File: config.mk
export PLATFORM = sky130hd
export DESIGN_NAME = frame_script_exec
export DESIGN_NICKNAME = d
export VERILOG_FILES = /design/src/rtl/sfx_pkg.sv /design/src/rtl/sfx_script_ram.sv /design/src/rtl/sfx_crc_serial.sv /design/src/rtl/frame_script_exec.sv
export SDC_FILE = /design/constraint.sdc
export NUM_CORES = 1
export LEC_CHECK = 0
export BUFFER_PORTS_ARGS = -buffer_cell sky130_fd_sc_hd__buf_2
export CAP_MARGIN = 20
export CORE_MARGIN = 2
export CORE_UTILIZATION = 45
export CTS_BUF_LIST = sky130_fd_sc_hd__clkbuf_4 sky130_fd_sc_hd__clkbuf_8 sky130_fd_sc_hd__clkbuf_16
export DETAILED_ROUTE_END_ITERATION = 7
export MAX_ROUTING_LAYER = met4
export PLACE_DENSITY = 0.68
export SETUP_SLACK_MARGIN = 0.02
export SLEW_MARGIN = 20
export SYNTH_ARGS = -nofsm -noshare
export SYNTH_HDL_FRONTEND = slang
export SYNTH_HIERARCHICAL = 1
export SYNTH_SLANG_ARGS = --single-unit
File: constraint.sdc
create_clock -name clk -period 4.3 [get_ports clk]
set_clock_uncertainty 0.05 [all_clocks]
set_input_delay 0.215 -clock clk [delete_from_list [all_inputs] [get_ports clk]]
set_output_delay 0.215 -clock clk [all_outputs]
set_load 0.005 [all_outputs]
File: src/rtl/sfx_pkg.sv
package sfx_pkg;
   localparam int WORD_W  = 16;
   localparam int OP_W    = 5;
   localparam int FIELD_W = 8;
   localparam int CODE_W  = 3;
   localparam int CRC_W   = 4;
   localparam logic [CRC_W-1:0] CRC_POLY = 4'b0011;

   typedef enum logic [OP_W-1:0] {
      OP_NULL  = 5'd0,
      OP_START = 5'd1,
      OP_DATA  = 5'd2,
      OP_CRC   = 5'd3,
      OP_END   = 5'd4,
      OP_TRIG  = 5'd5
   } op_e;

   typedef enum logic [1:0] {
      MD_FETCH,
      MD_SHIFT,
      MD_PRE,
      MD_WAIT
   } mode_e;
endpackage

File: src/rtl/sfx_script_ram.sv
module sfx_script_ram #(
   parameter int ADDR_W = 4,
   parameter int WORD_W = 16,
   parameter int BANKS  = 2
) (
   input  logic                      clk,
   input  logic                      wr_en,
   input  logic [$clog2(BANKS)-1:0]  wr_bank,
   input  logic [ADDR_W-1:0]         wr_addr,
   input  logic [WORD_W-1:0]         wr_data,
   input  logic [$clog2(BANKS)-1:0]  rd_bank,
   input  logic [ADDR_W-1:0]         rd_addr,
   output logic [WORD_W-1:0]         rd_data
);
   localparam int DEPTH  = 1 << ADDR_W;
   localparam int BANK_W = $clog2(BANKS);

   if (BANKS < 2 || (BANKS & (BANKS - 1)) != 0) begin : g_bad_banks
      $error("sfx_script_ram: BANKS must be a power of two of at least 2");
   end

   logic [WORD_W-1:0] bank_rd [BANKS];

   for (genvar b = 0; b < BANKS; b++) begin : g_bank
      logic [WORD_W-1:0] mem [DEPTH];
      always_ff @(posedge clk) begin
         if (wr_en && wr_bank == BANK_W'(b))
            mem[wr_addr] <= wr_data;
      end
      assign bank_rd[b] = mem[rd_addr];
   end

   assign rd_data = bank_rd[rd_bank];
endmodule

File: src/rtl/sfx_crc_serial.sv
module sfx_crc_serial #(
   parameter int           W    = 4,
   parameter logic [W-1:0] POLY = 4'b0011
) (
   input  logic         clk,
   input  logic         rst_n,
   input  logic         clr,
   input  logic         en,
   input  logic         din,
   output logic [W-1:0] crc
);
   if (W < 2) begin : g_bad_w
      $error("sfx_crc_serial: W must be at least 2");
   end

   logic fb;
   assign fb = crc[W-1] ^ din;

   always_ff @(posedge clk or negedge rst_n) begin
      if (!rst_n)
         crc <= '0;
      else if (clr)
         crc <= '0;
      else if (en)
         crc <= {crc[W-2:0], 1'b0} ^ (fb ? POLY : '0);
   end


   crc_clr_chk: assert property (@(posedge clk) disable iff (!rst_n)
      (clr && !en) |=> (crc == '0));
endmodule

File: src/rtl/frame_script_exec.sv
module frame_script_exec
   import sfx_pkg::*;
#(
   parameter int ADDR_W = 4
) (
   input  logic              clk,
   input  logic              rst_n,
   input  logic              wr_en,
   input  logic              wr_bank,
   input  logic [ADDR_W-1:0] wr_addr,
   input  logic [15:0]       wr_data,
   input  logic              tick,
   output logic              ser_bit,
   output logic              ser_vld,
   output logic              irq
);
   localparam int CNT_W = WORD_W;
   localparam int SH_W  = $clog2(FIELD_W) + 1;

   if (ADDR_W < 1 || ADDR_W > 10) begin : g_bad_addr
      $error("frame_script_exec: ADDR_W out of range");
   end
   if (CRC_W > FIELD_W) begin : g_bad_crc
      $error("frame_script_exec: check code wider than pattern register");
   end

   mode_e               mode;
   logic                bank;
   logic [ADDR_W-1:0]   pc;
   logic [FIELD_W-1:0]  pat;
   logic [CNT_W-1:0]    rem;
   logic                ph;
   logic                crc_on;
   logic [WORD_W-1:0]   word;
   logic [CRC_W-1:0]    crc;
   logic                crc_clr, crc_en, crc_din;

   sfx_script_ram #(.ADDR_W(ADDR_W), .WORD_W(WORD_W), .BANKS(2)) u_ram (
      .clk     (clk),
      .wr_en   (wr_en),
      .wr_bank (wr_bank),
      .wr_addr (wr_addr),
      .wr_data (wr_data),
      .rd_bank (bank),
      .rd_addr (pc),
      .rd_data (word)
   );

   sfx_crc_serial #(.W(CRC_W), .POLY(CRC_POLY)) u_crc (
      .clk   (clk),
      .rst_n (rst_n),
      .clr   (crc_clr),
      .en    (crc_en),
      .din   (crc_din),
      .crc   (crc)
   );

   // command word fields
   logic                is_rep;
   op_e                 op;
   logic [CODE_W-1:0]   code;
   logic [FIELD_W-1:0]  fld;
   logic [SH_W-1:0]     sh_amt;
   logic [2*FIELD_W-1:0] fld_sh;

   assign is_rep = word[WORD_W-1];
   assign op     = op_e'(word[WORD_W-1 -: OP_W]);
   assign code   = word[FIELD_W +: CODE_W];
   assign fld    = word[FIELD_W-1:0];
   assign sh_amt = SH_W'(FIELD_W) - SH_W'(code);
   assign fld_sh = {{FIELD_W{1'b0}}, fld} << sh_amt;

   always_comb begin
      crc_clr = 1'b0;
      crc_en  = 1'b0;
      crc_din = 1'b0;
      if (mode == MD_FETCH && !is_rep) begin
         if (op == OP_START) begin
            crc_clr = 1'b1;
         end else if (op == OP_DATA) begin
            crc_en  = 1'b1;
            crc_din = fld[code];
         end
      end else if (mode == MD_SHIFT && crc_on) begin
         crc_en  = 1'b1;
         crc_din = pat[FIELD_W-1];
      end
   end

   always_ff @(posedge clk or negedge rst_n) begin
      if (!rst_n) begin
         mode    <= MD_FETCH;
         bank    <= 1'b0;
         pc      <= '0;
         pat     <= '0;
         rem     <= '0;
         ph      <= 1'b0;
         crc_on  <= 1'b0;
         ser_bit <= 1'b0;
         ser_vld <= 1'b0;
         irq     <= 1'b0;
      end else begin
         irq <= 1'b0;
         case (mode)
            MD_FETCH: begin
               pc      <= pc + ADDR_W'(1);
               ser_vld <= 1'b1;
               ser_bit <= 1'b1;
               if (is_rep) begin
                  rem  <= {word[WORD_W-2:0], 1'b1};
                  ph   <= 1'b0;
                  mode <= MD_PRE;
               end else begin
                  case (op)
                     OP_START: begin
                        pat    <= '0;
                        rem    <= CNT_W'(2);
                        crc_on <= 1'b0;
                        mode   <= MD_SHIFT;
                     end
                     OP_DATA: begin
                        ser_bit <= fld[code];
                        pat     <= fld_sh[FIELD_W-1:0];
                        rem     <= CNT_W'(code);
                        crc_on  <= 1'b1;
                        mode    <= (code == '0) ? MD_FETCH : MD_SHIFT;
                     end
                     OP_CRC: begin
                        ser_bit <= crc[CRC_W-1];
                        pat     <= {crc[CRC_W-2:0], {(FIELD_W-CRC_W+1){1'b0}}};
                        rem     <= CNT_W'(CRC_W-1);
                        crc_on  <= 1'b0;
                        mode    <= MD_SHIFT;
                     end
                     OP_TRIG: begin
                        pat    <= {1'b1, {(FIELD_W-1){1'b0}}};
                        rem    <= CNT_W'(1);
                        crc_on <= 1'b0;
                        mode   <= MD_SHIFT;
                     end
                     OP_END: begin
                        ph   <= 1'b0;
                        mode <= MD_WAIT;
                     end
                     default: begin
                        ser_vld <= 1'b0;
                        ser_bit <= 1'b0;
                     end
                  endcase
               end
            end
            MD_SHIFT: begin
               ser_vld <= 1'b1;
               ser_bit <= pat[FIELD_W-1];
               pat     <= pat << 1;
               rem     <= rem - CNT_W'(1);
               if (rem == CNT_W'(1)) mode <= MD_FETCH;
            end
            MD_PRE: begin
               ser_vld <= 1'b1;
               ser_bit <= ph;
               ph      <= ~ph;
               rem     <= rem - CNT_W'(1);
               if (rem == CNT_W'(1)) mode <= MD_FETCH;
            end
            MD_WAIT: begin
               ser_vld <= 1'b1;
               ser_bit <= ph;
               ph      <= ~ph;
               if (tick) begin
                  bank <= ~bank;
                  pc   <= '0;
                  irq  <= 1'b1;
                  mode <= MD_FETCH;
               end
            end
            default: mode <= MD_FETCH;
         endcase
      end
   end


   irq_pulse_chk: assert property (@(posedge clk) disable iff (!rst_n)
      irq |=> !irq);


   irq_src_chk: assert property (@(posedge clk) disable iff (!rst_n)
      $rose(irq) |-> $past(tick));


   pre_toggle_chk: assert property (@(posedge clk) disable iff (!rst_n)
      (mode == MD_PRE) |=> (ser_bit != $past(ser_bit)));


   wait_vld_chk: assert property (@(posedge clk) disable iff (!rst_n)
      (mode == MD_WAIT) |=> ser_vld);


   tick_ignore_chk: assert property (@(posedge clk) disable iff (!rst_n)
      (tick && mode != MD_WAIT) |=> !irq);
endmodule

==> results of run 1 <==
-- what timing repair did --
item | CTS | global route
hold endpoints to repair | 42 | 0
buffers inserted | 0 | 3
endpoints found under the setup margin | 0 | 2
resized for setup | 0 | 1
hold buffers | 2 | 0
-- final timing paths --
kind                                    start                                    to  slack [ns]
setup / recovery            pc[0]$_DFFE_PN0P_              u_crc/crc[1]$_DFFE_PN0P_        0.24
hold / removal                    wr_data[15]  u_ram/g_bank[1].mem[8][15]$_DFFE_PP_        0.06
setup reg to reg            pc[0]$_DFFE_PN0P_              u_crc/crc[1]$_DFFE_PN0P_        0.24
hold reg to reg            pat[0]$_DFFE_PN0P_                    pat[0]$_DFFE_PN0P_        0.45
max in group asynchronous               rst_n                     pc[0]$_DFFE_PN0P_        3.28
min in group asynchronous               rst_n                     pc[1]$_DFFE_PN0P_        0.23
-- layer usage --
layer | share of wire [%] | track usage, %
met5 | 0 | -
met4 | 2.7 | 6.47
met1 | 42 | 27.2
met3 | 5.4 | 3.06
met2 | 49 | 34.4
-- cells by family after synthesis --
logic type,share of synthesized area [%]
and+or+nand+nor,5.64
buffers and inverters,3.12
DFF,71.0
muxes,12.2
AOI/OAI and AO/OA,7.41
adders and majority gates,0.542
xor gates and xnor gates,0.152
-- worst max-delay path, delay by kind of cell (launching register included) --
family / cells / cell delay, ns
and+or+nand+nor: 5 / 1.81
AOI/OAI and AO/OA: 4 / 0.80
DFF: 1 / 0.60
buffers and inverters: 1 / 0.27
xor gates and xnor gates: 1 / 0.21
muxes: 1 / 0.11
-- where the power goes --
group	internal (uW)	switching [uW]	total, uW
Clock	2650	2030	4680
Combinational	2980	4350	7320
Sequential	6100	226	6330
-- Yosys cell counts, drive strengths merged (4+ instances only) --
cell | number | share of area, %
nand4 | 24 | 0.65
nand2b | 11 | 0.30
o21ai | 25 | 0.54
o211ai | 8 | 0.26
a32oi | 10 | 0.38
nor3 | 23 | 0.50
mux4 | 4 | 0.39
o31ai | 4 | 0.13
o22ai | 4 | 0.11
nand3 | 43 | 0.93
a22o | 32 | 1.2
a31oi | 18 | 0.49
or4 | 5 | 0.20
inv | 17 | 0.28
or2 | 4 | 0.11
mux2i | 270 | 12
dfrtp | 40 | 4.3
ha | 10 | 0.54
nand2 | 57 | 0.93
clkbuf | 25 | 0.45
a22oi | 73 | 2.4
edfxtp | 512 | 67
nor4 | 8 | 0.22
a21oi | 53 | 1.1
buf | 61 | 2.3
nor2b | 10 | 0.27
nor2 | 54 | 0.91
-- final cells by class --
| class | instances | share of cell area, % |
|---|---|---|
| Antenna cell | 2 | 0.0192 |
| Clock buffer | 67 | 5.68 |
| Clock inverter | 35 | 1.20 |
| Inverter | 17 | 0.244 |
| Multi-Input combinational cell | 791 | 23.0 |
| Sequential cell | 552 | 62.7 |
| Tap cell | 672 | 3.22 |
| Timing Repair Buffer | 130 | 3.98 |
-- per-stage QoR --
| step | setup slack [ns] | total power (uW) |
|---|---|---|
| final | 0.243 | 18300 |
| after global routing | 0.0359 | 19200 |
| after floorplan | 0.653 | 11500 |
| after detailed placement | 0.235 | 13600 |
| after global placement | 0.310 | 13500 |
| after CTS | 0.170 | 18300 |
-- registers in the layout (all words and copies together) (netlist names) --
signal	flops
u_ram/g_bank.mem	512
rem	16
pat	8
pc	4
u_crc/crc	4
mode	2
bank	1
crc_on	1
irq	1
ph	1
ser_bit	1
ser_vld	1
==> summary.txt, run 1 <==
Clock network
  – Total CTS buffers: 56
  – Clk Latency, worst-skew pair: 0.65 ns
  – CTS Sinks: 552
  – CTS Buffer Depth: 3
  – CTS tree: done
  – CTS H-tree depth: 2
  – Reg clk slew, reported paths: 0.06 ns
  – Clock root cell: clkbuf_16

Critical path
  – Worst EP required: 4.71 ns
  – Maximum fanout along the worst path: 30
  – Worst path cell trace: buf_12 -> mux2i_1 -> a22o_1 -> nor3_1 -> a31oi_1 -> nand3_1 -> or4b_4 -> or2_2 -> or3_1 -> o22ai_1 -> xnor2_1 -> o221ai_1
  – WS Path Type: register to register
  – CP endpoint kind: register
  – R2R depth: 12
  – CP max-delay cell: dfrtp_4
  – Critical path's largest stage delay: 0.60 ns
  – Worst EP arrival: 4.47 ns
  – CP Launch Type: register

Synth
  – Seq cells post-synth: 552
  – Top FF cell, synth: edfxtp_1
  – Synth Area per Inst: 15.9 sq um
  – YS warnings: 6
  – Netlist Area Pre-Place: 23,100 sq um
  – Number of synthesized flops with an enable pin: 512
  – Seq/Total Area, Yosys: 71.0%
  – Post-Syn Nets: 1,483
  – Post-synthesis cell type count: 61
  – Async SR Flop Fraction: 7.25%
  – Synthesized instance count: 1,448

Drt
  – Vias/cell: 5.82
  – Drt pass-1 iters: 7
  – Detailed Route WL: 54,300 um
  – Average wire per standard cell: 24.0 um
  – DR vias: 13,188
  – Drt first-iter violations: 1,295
  – DRC violations left: 0
  – Antenna-violating nets left: 0

Finish
  – Final nets: 1,583
  – Multi-input gate area: 6000 sq um
  – P&R area growth vs syn: 13.2%
  – Fill cell count: 4,074
  – Commonest non-fill, non-tap cell in the layout: edfxtp_1
  – Share of cells above drive strength 1: 15.3%
  – Reg area: 16,400 sq um
  – Fin area: 26,100 sq um
  – Most frequent cells in the layout: edfxtp_1, mux2i_1, buf_4
  – Post-layout util: 51.9%
  – Post-route insts no fill: 2,266

Placement
  – Area after DPL: 24,300 sq um
  – Placer Congestion: 0.884
  – Port bufs: 27
  – Cell count after placement: 2,157
  – HPWL Detailed: 33,300 um

Global route
  – Gr ovfl total: 0
  – First-pass GRT wire length: 80,600 um
  – Pin count of the biggest net entering global routing: 41
  – Total track usage: 21.0%
  – Initial antenna violation count: 2
  – Vias in the first global route: 12,891

STA
  – Slew headroom: 33.9%
  – Final Critical Period: 4.06 ns
  – Setup TNS after final layout: 0 ns
  – Hold_ws: 0.0585 ns
  – # setup viols final: 0
  – Hold Fails Final Rpt: 0
  – Highest Clock Rate: 246 MHz
  – Slew @ Worst Pin: 0.987 ns
  – RSZ-0062 raised after global routing: false
  – Period utilisation layout: 94.4%
  – Slew Limit Fails: 0

Power
  – Worst IR Drop VDD: 0.000482 V
  – Leak pwr: 0.00925 uW
  – Cell Pwr Density: 702 nW/um^2

Run
  – Maxcap violations: 0

Outcome
  – Status: finished clean

Floorplanning
  – Die ar.: 53,100 sq um
  – Core Region: 50,400 sq um
  – Row count: 82
  – Die width: 230 um
  – Die Ht: 230 um
  – Initial core utilization: 45.8%
  – IO Pins: 28

Worst hold path
  – Worst Hold Path Cells: 1
  – Worst hold path class: input pin to register
No activity file was read; power rests on OpenSTA's default activity.
==> run 2: changes to the inputs <==
--- a/config.mk
+++ b/config.mk
@@ -12,7 +12,7 @@
 export CTS_BUF_LIST = sky130_fd_sc_hd__clkbuf_4 sky130_fd_sc_hd__clkbuf_8 sky130_fd_sc_hd__clkbuf_16
 export DETAILED_ROUTE_END_ITERATION = 7
 export MAX_ROUTING_LAYER = met4
-export PLACE_DENSITY = 0.68
+export PLACE_DENSITY = 0.7
 export SETUP_SLACK_MARGIN = 0.02
 export SLEW_MARGIN = 20
 export SYNTH_ARGS = -nofsm -noshare
==> constraint.sdc (replaced) <==
create_clock -name clk -period 3.6 [get_ports clk]
set_clock_uncertainty 0.05 [all_clocks]
set_input_delay 0.18 -clock clk [delete_from_list [all_inputs] [get_ports clk]]
set_output_delay 0.18 -clock clk [all_outputs]
set_load 0.02 [all_outputs]
==> run 2 against run 1 <==
Effect of this change: the flow now finishes with violations (negative setup slack); die area unchanged; clock power up 23%; routed wire length up 1.7%; clock-buffer cell count up 1; non-clock buffer count up 72; core utilization up 1.8 points; first-iteration DRC count down 0.62%; via count up 2.6%; sequential cell count unchanged; critical endpoint unchanged; largest cell class unchanged; largest power group unchanged.
==> summary.txt, run 2 (synthesis gave the netlist of run 1 again) <==
Critical path
  – R2R depth: 15 (+3)
  – CP Buf/Inv Count: 3 (+2)
  – Critical path's largest stage delay: 0.55 ns (-0.05 ns)
  – CP Launch Type: register
  – Worst path cell trace: buf_12 -> clkbuf_16 -> buf_4 -> mux2i_1 -> a22o_1 -> nor3_2 -> a31oi_2 -> nand3_2 -> or4b_4 -> or2_4 -> or3_4 -> o22ai_4 -> xnor2_2 -> nand4b_1 -> o221ai_2
  – Worst EP required: 4.07 ns (-0.64 ns)
  – WS Path Type: register to register
  – R2R setup slack: -0.02 ns (-0.26 ns)
  – CP endpoint kind: register
  – CP max-delay cell: dfrtp_4
  – Maximum fanout along the worst path: 6 (-80%)
  – Worst setup path end: u_crc/crc[1]$_DFFE_PN0P_
  – Worst reg2reg endpoint: u_crc/crc[1]$_DFFE_PN0P_
  – Critical path launch point: pc[0]$_DFFE_PN0P_
  – Top cell family by delay on the critical path: simple AND/OR/NAND/NOR gates
  – FF-to-FF Start: pc[0]$_DFFE_PN0P_
  – Worst EP arrival: 4.09 ns (-0.38 ns)
  – WP depth: 15 (+3)

STA
  – PnR worst setup slack: -0.0174 ns (-0.260 ns)
  – Hold Fails Final Rpt: 0 (unchanged)
  – Slew @ Worst Pin: 0.985 ns (-0.00220 ns)
  – Period utilisation layout: 100% (+6.1 points)
  – Slew Limit Fails: 0 (unchanged)
  – Final Critical Period: 3.62 ns (-0.440 ns)
  – # setup viols final: 1 (+1)
  – RSZ-0062 raised after global routing: true
  – Hold_ws: 0.0516 ns (-0.00685 ns)
  – Setup TNS after final layout: -0.0174 ns (-0.0174 ns)
  – Highest Clock Rate: 276 MHz (+12%)
  – Slew headroom: 34.3% (+0.39 points)

Finish
  – Most frequent cells in the layout: edfxtp_1, mux2i_1, buf_4
  – Share of cells above drive strength 1: 21.3% (+6.0 points)
  – Post-layout util: 53.7% (+1.8 points)
  – P&R area growth vs syn: 17.3%
  – Fin area: 27,100 sq um (+3.6%)
  – Final nets: 1,652 (+4.4%)
  – Commonest non-fill, non-tap cell in the layout: edfxtp_1
  – Number of flip-flops in the largest register: 512 (unchanged)
  – Leading registers by flop count: u_ram/g_bank.mem (512), rem (16), pat (8)
  – Top reg by flops: u_ram/g_bank.mem

Global route
  – Vias in the first global route: 13,362 (+3.7%)
  – First-pass GRT wire length: 81,700 um (+1.4%)
  – Pin count of the biggest net entering global routing: 41 (unchanged)
  – Initial antenna violation count: 2 (unchanged)
  – Gr ovfl total: 0 (unchanged)
  – Total track usage: 21.2% (+0.24 points)

Floorplanning
  – Die Ht: 230 um (unchanged)
  – IO Pins: 28 (unchanged)
  – Core Region: 50,400 sq um (unchanged)
  – Die ar.: 53,100 sq um (unchanged)
  – Die width: 230 um (unchanged)
  – Row count: 82 (unchanged)
  – Initial core utilization: 45.8% (unchanged)

Drt
  – Drt pass-1 iters: 5 (-2)
  – Average wire per standard cell: 23.7 um (-1.2%)
  – Vias/cell: 5.80 (-0.35%)
  – DR vias: 13,525 (+2.6%)
  – DRC violations left: 0 (unchanged)
  – Drt first-iter violations: 1,287 (-0.62%)
  – Antenna-violating nets left: 0 (unchanged)
  – Detailed Route WL: 55,200 um (+1.7%)

Placement
  – Port bufs: 27 (unchanged)
  – Area after DPL: 24,600 sq um (+1.5%)
  – HPWL Detailed: 33,700 um (+1.3%)
  – Placer Congestion: 0.854 (-3.4%)

Clock network
  – Clock root cell: clkbuf_16
  – CTS Sinks: 552 (unchanged)
  – CTS Buffer Depth: 3 (unchanged)
  – Reg clk slew, reported paths: 0.06 ns (about the same)
  – CTS H-tree depth: 2 (unchanged)
  – CTS tree: done
  – Clk Latency, worst-skew pair: 0.62 ns (-0.03 ns)
  – Total CTS buffers: 53 (-5.4%)

Power
  – Overall Power: 23,800 uW (+30%)
  – Clock network fraction of total power: 24.2% (-1.3 points)
  – Power share of the sequential group: 31.6% (-2.9 points)
  – Sw Pwr: 8320 uW (+26%)
  – Internal Power: 15,500 uW (+32%)
  – Gate power share: 44.2% (+4.3 points)
  – Worst IR Drop VDD: 0.000742 V (+54%)
  – Sw Share: 35.0% (-1.1 points)
  – Leak pwr: 0.00971 uW (+4.9%)
  – Cell Pwr Density: 880 nW/um^2 (+25%)

Worst hold path
  – Worst hold path class: input pin to register

Outcome
  – Failing checks: negative setup slack
  – Status: finished with violations

Run
  – Maxcap violations: 0 (unchanged)
-- run 2: cell count changes in the layout (fill, tap and decap cells not counted), sizes merged --
cell and change:
diode +1, clkinvlp -2, clkinv -13, clkbuf +3, inv +3, bufinv +4
buf +69, dlygate4sd3 +1
-- run 2: worst min-delay path by stage --
stage | start | end | slack (ns) | cells past startpoint
floorplan | rst_n | bank$_DFFE_PN0P_ | -0.17 | 0
CTS | wr_data[15] | u_ram/g_bank[0].mem[7][15]$_DFFE_PP_ | 0.02 | 1
detailed placement | rst_n | ph$_DFFE_PN0P_ | 0.35 | 1
global route | wr_data[1] | u_ram/g_bank[0].mem[1][1]$_DFFE_PP_ | 0.06 | 1
finish | wr_data[1] | u_ram/g_bank[0].mem[6][1]$_DFFE_PP_ | 0.05 | 1
global placement | rst_n | u_crc/crc[2]$_DFFE_PN0P_ | 0.33 | 1
-- run 2: area by class of cell --
class	instances	area, sq um
clock buffers	68	1460
inverters	17	63.8
clock inverters	27	338
well taps	672	841
multi-input cells	791	6240
diodes	3	7.51
repair buffers	202	1720
flip-flops and latches	552	16400
fillers	4001	23300
-- run 2: per-stage QoR --
stage / std cells / worst slack (ns)
4_1_cts: 2314 / -0.00179
5_1_grt: 2331 / -0.0756
2_1_floorplan: 1448 / 0.115
3_5_place_dp: 2205 / -0.116
6_report: 2332 / -0.0174
3_3_place_gp: 2205 / -0.0831
-- run 2: metal layers --
metal,vias to the layer above,wire length [um],GRT usage [%]
met2,508,26900,34.0
met3,96,4000,3.57
li1,6064,-,-
met5,-,0,-
met4,0,1680,7.88
met1,6857,22600,27.3
-- run 2: power groups by stage --
stage | sequential [uW] | clock [uW] | combinational (uW)
6_report | 7520 | 5750 | 10500
3_3_place_gp | 7630 | 0 | 9360
4_1_cts | 7510 | 5830 | 9880
5_1_grt | 7550 | 6070 | 11200
2_1_floorplan | 7580 | 0 | 6170
3_5_place_dp | 7650 | 0 | 9470
-- run 2: what timing repair did --
item | 4_1_cts | 5_1_grt
setup buffers | 10 | 13
gates cloned | 1 | 3
hold buffers | 3 | 0
setup endpoints to repair | 4 | 12
hold endpoints to repair | 60 | 0
pin swaps | 8 | 21
resized for setup | 19 | 42
==> run 3: changes to the inputs <==
--- a/config.mk
+++ b/config.mk
@@ -17,5 +17,4 @@
 export SLEW_MARGIN = 20
 export SYNTH_ARGS = -nofsm -noshare
 export SYNTH_HDL_FRONTEND = slang
-export SYNTH_HIERARCHICAL = 1
 export SYNTH_SLANG_ARGS = --single-unit
==> run 3 against run 2 <==
Effect of this change: the flow now finishes without violations; die area decreased by 0.74%; critical path depth decreased by 3; synthesized cell count decreased by 16%; sequential cell count unchanged; sequential share of layout area increased by 1.9 points; largest cell class unchanged.
==> summary.txt, run 3 <==
Synth
  – Post-Syn Nets: 1,250 (-16%)
  – Synth Area per Inst: 18.8 sq um (+18%)
  – Top FF cell, synth: edfxtp_1
  – Top post-synthesis cells by count: edfxtp_1, mux4_2, nor2_1
  – Yosys top cell area share: 67.1% (+0.50 points)
  – Synth Area in Adders: 0.546% (+0.0041 points)
  – Simple-gate portion of the synthesized area: 5.72% (+0.075 points)
  – YS warnings: 0 (-6)
  – Seq/Total Area, Yosys: 71.5% (+0.54 points)
  – Post-synthesis xor/xnor area fraction: 0.115% (-0.037 points)
  – Post-synthesis cell type count: 75 (+23%)
  – Largest family of logic cells by synthesized area: multiplexers
  – Top cells by area, synth: edfxtp_1, mux4_2, mux4_1
  – Seq cells post-synth: 552 (unchanged)
  – Async SR Flop Fraction: 7.25% (unchanged)
  – Multiplexer share of the synthesized area: 14.7% (+2.5 points)
  – Post-synthesis compound-gate area fraction: 4.79% (-2.6 points)
  – Number of synthesized flops with an enable pin: 512 (unchanged)
  – Most frequent cell after synthesis: edfxtp_1
  – Synthesized instance count: 1,215 (-16%)
  – Netlist Area Pre-Place: 22,900 sq um (-0.75%)
  – Cell taking the most area after synthesis: edfxtp_1

Floorplanning
  – Row count: 82 (unchanged)
  – Core Region: 50,200 sq um (-0.41%)
  – Die ar.: 52,700 sq um (-0.74%)
  – Die Ht: 230 um (-0.37%)
  – Initial core utilization: 45.6% (-0.16 points)
  – IO Pins: 28 (unchanged)
  – Die width: 230 um (-0.37%)

Clock network
  – Total CTS buffers: 53 (unchanged)
  – CTS Buffer Depth: 3 (unchanged)
  – Clock root cell: clkbuf_16
  – Reg clk slew, reported paths: 0.06 ns (about the same)
  – CTS tree: done
  – CTS H-tree depth: 2 (unchanged)
  – Clk Latency, worst-skew pair: 0.62 ns (about the same)
  – CTS Sinks: 552 (unchanged)

Run
  – Maxcap violations: 0 (unchanged)

Critical path
  – CP endpoint kind: register
  – WS Path Type: register to register
  – Worst EP required: 4.04 ns (-0.03 ns)
  – CP Launch Type: register
  – Maximum fanout along the worst path: 12 (+6)
  – Worst EP arrival: 4.03 ns (-0.06 ns)

Drt
  – Antenna-violating nets left: 0 (unchanged)
  – Drt pass-1 iters: 5 (unchanged)
  – Drt first-iter violations: 1,201 (-6.7%)
  – Vias/cell: 6.03 (+3.9%)
  – Average wire per standard cell: 26.0 um (+9.6%)
  – DR vias: 12,353 (-8.7%)
  – Detailed Route WL: 53,200 um (-3.7%)
  – DRC violations left: 0 (unchanged)

STA
  – Hold_ws: 0.0262 ns (-0.0254 ns)
  – Slew headroom: 34.4% (about the same)
  – Slew Limit Fails: 0 (unchanged)
  – Setup TNS after final layout: 0 ns (+0.0174 ns)
  – # setup viols final: 0 (-1)
  – Hold Fails Final Rpt: 0 (unchanged)
  – RSZ-0062 raised after global routing: true
  – Period utilisation layout: 99.6% (-0.90 points)
  – Slew @ Worst Pin: 0.985 ns (-0.000396 ns)
  – Final Critical Period: 3.58 ns (-0.0324 ns)
  – Highest Clock Rate: 279 MHz (+0.90%)

Finish
  – Most frequent cells in the layout: edfxtp_1, buf_4, mux4_2
  – Commonest non-fill, non-tap cell in the layout: edfxtp_1
  – Share of cells above drive strength 1: 27.4% (+6.1 points)
  – Top reg by flops: u_ram.g_bank.mem
  – Final nets: 1,367 (-17%)
  – Leading registers by flop count: u_ram.g_bank.mem (512), rem (16), pat (8)
  – Number of flip-flops in the largest register: 512 (unchanged)
  – P&R area growth vs syn: 14.5%

Global route
  – Initial antenna violation count: 2 (unchanged)
  – First-pass GRT wire length: 77,600 um (-4.9%)
  – Vias in the first global route: 12,196 (-8.7%)
  – Gr ovfl total: 0 (unchanged)
  – Total track usage: 20.3% (-0.88 points)
  – Pin count of the biggest net entering global routing: 41 (unchanged)

Power
  – Leak pwr: 0.00865 uW (-11%)
  – Worst IR Drop VDD: 0.000494 V (-33%)
  – Cell Pwr Density: 826 nW/um^2 (-6.1%)

Placement
  – Port bufs: 27 (unchanged)
  – HPWL Detailed: 32,000 um (-5.0%)
  – Placer Congestion: 0.929 (+8.8%)

Worst hold path
  – Worst hold path class: input pin to register

Outcome
  – Status: finished clean
## run 3: routing by layer
metal | wire, um | GRT usage [%]
met4 | 1120 | 5.07
met5 | 0 | -
met3 | 3630 | 3.26
met2 | 26700 | 32.9
met1 | 21700 | 27.1
## run 3: repair_timing
action / in CTS / in global routing
gates cloned: 0 / 2
endpoints found under the setup margin: 1 / 15
pin swaps: 0 / 1
hold endpoints to repair: 70 / 0
buffers inserted: 0 / 1
hold buffers: 4 / 0
gates resized for setup: 1 / 24
## run 3: area by class of cell
cell class / count / area (sq um)
inverter: 16 / 62.6
tap: 672 / 841
fill: 3880 / 23900
antenna: 3 / 7.51
clock inverter: 33 / 310
timing repair buffer: 130 / 1100
clock buffer: 64 / 1410
sequential: 552 / 16400
multi-input combinational: 579 / 6110
## run 3: where the power goes
group / switching [uW] / internal (uW)
clock: 2360 / 3090
sequential: 326 / 7320
combinational: 4570 / 3980
total: 7260 / 14400
## run 3: critical path, stage by stage, from the launching register on
cell	delay [ns]
dfrtp_4	0.60
buf_12	0.19
mux4_1	0.60
mux2_2	0.30
nand3_1	0.08
nand4_1	0.16
inv_2	0.13
ha_4	0.15
ha_4	0.20
mux4_2	0.52
nor4_2	0.23
o21ai_1	0.09
a31oi_1	0.17
## run 3: logic make-up (layout without fill, tap and decap cells)
| group | count (synthesis) | in the layout |
|---|---|---|
| AOI/OAI and AO/OA | 159 | 159 |
| muxes | 161 | 161 |
| and+or+nand+nor | 246 | 246 |
| adders and majority gates | 10 | 10 |
| xor gates and xnor gates | 3 | 3 |
| buffers and inverters | 84 | 243 |
| DFF | 552 | 552 |
| other | 0 | 3 |
## run 3: worst paths after layout
path | from | endpoint | slack (ns) | cells after the start
hold / removal | wr_data[6] | u_ram.g_bank[1].mem[13][6]$_DFFE_PP_ | 0.03 | 1
max in group asynchronous | rst_n | pc[2]$_DFFE_PN0P_ | 2.56 | 2
setup / recovery | pc[1]$_DFFE_PN0P_ | pat[6]$_DFFE_PN0P_ | 0.02 | 12
min in group asynchronous | rst_n | ph$_DFFE_PN0P_ | 0.23 | 2
hold reg to reg | pat[3]$_DFFE_PN0P_ | pat[3]$_DFFE_PN0P_ | 0.44 | 1
setup reg to reg | pc[1]$_DFFE_PN0P_ | pat[6]$_DFFE_PN0P_ | 0.02 | 12
## run 3: through the flow
stage	cells	util (%)	setup slack [ns]	total power [uW]	area [sq um]
6_report	2049	52.3	0.0150	21700	26200
3_5_place_dp	1942	48.4	0.0723	16000	24300
3_3_place_gp	1942	48.4	0.0736	15900	24300
5_1_grt	2048	52.3	-0.0996	22600	26200
2_1_floorplan	1215	-	-0.146	13500	22900
4_1_cts	2043	51.9	0.0370	21400	26100
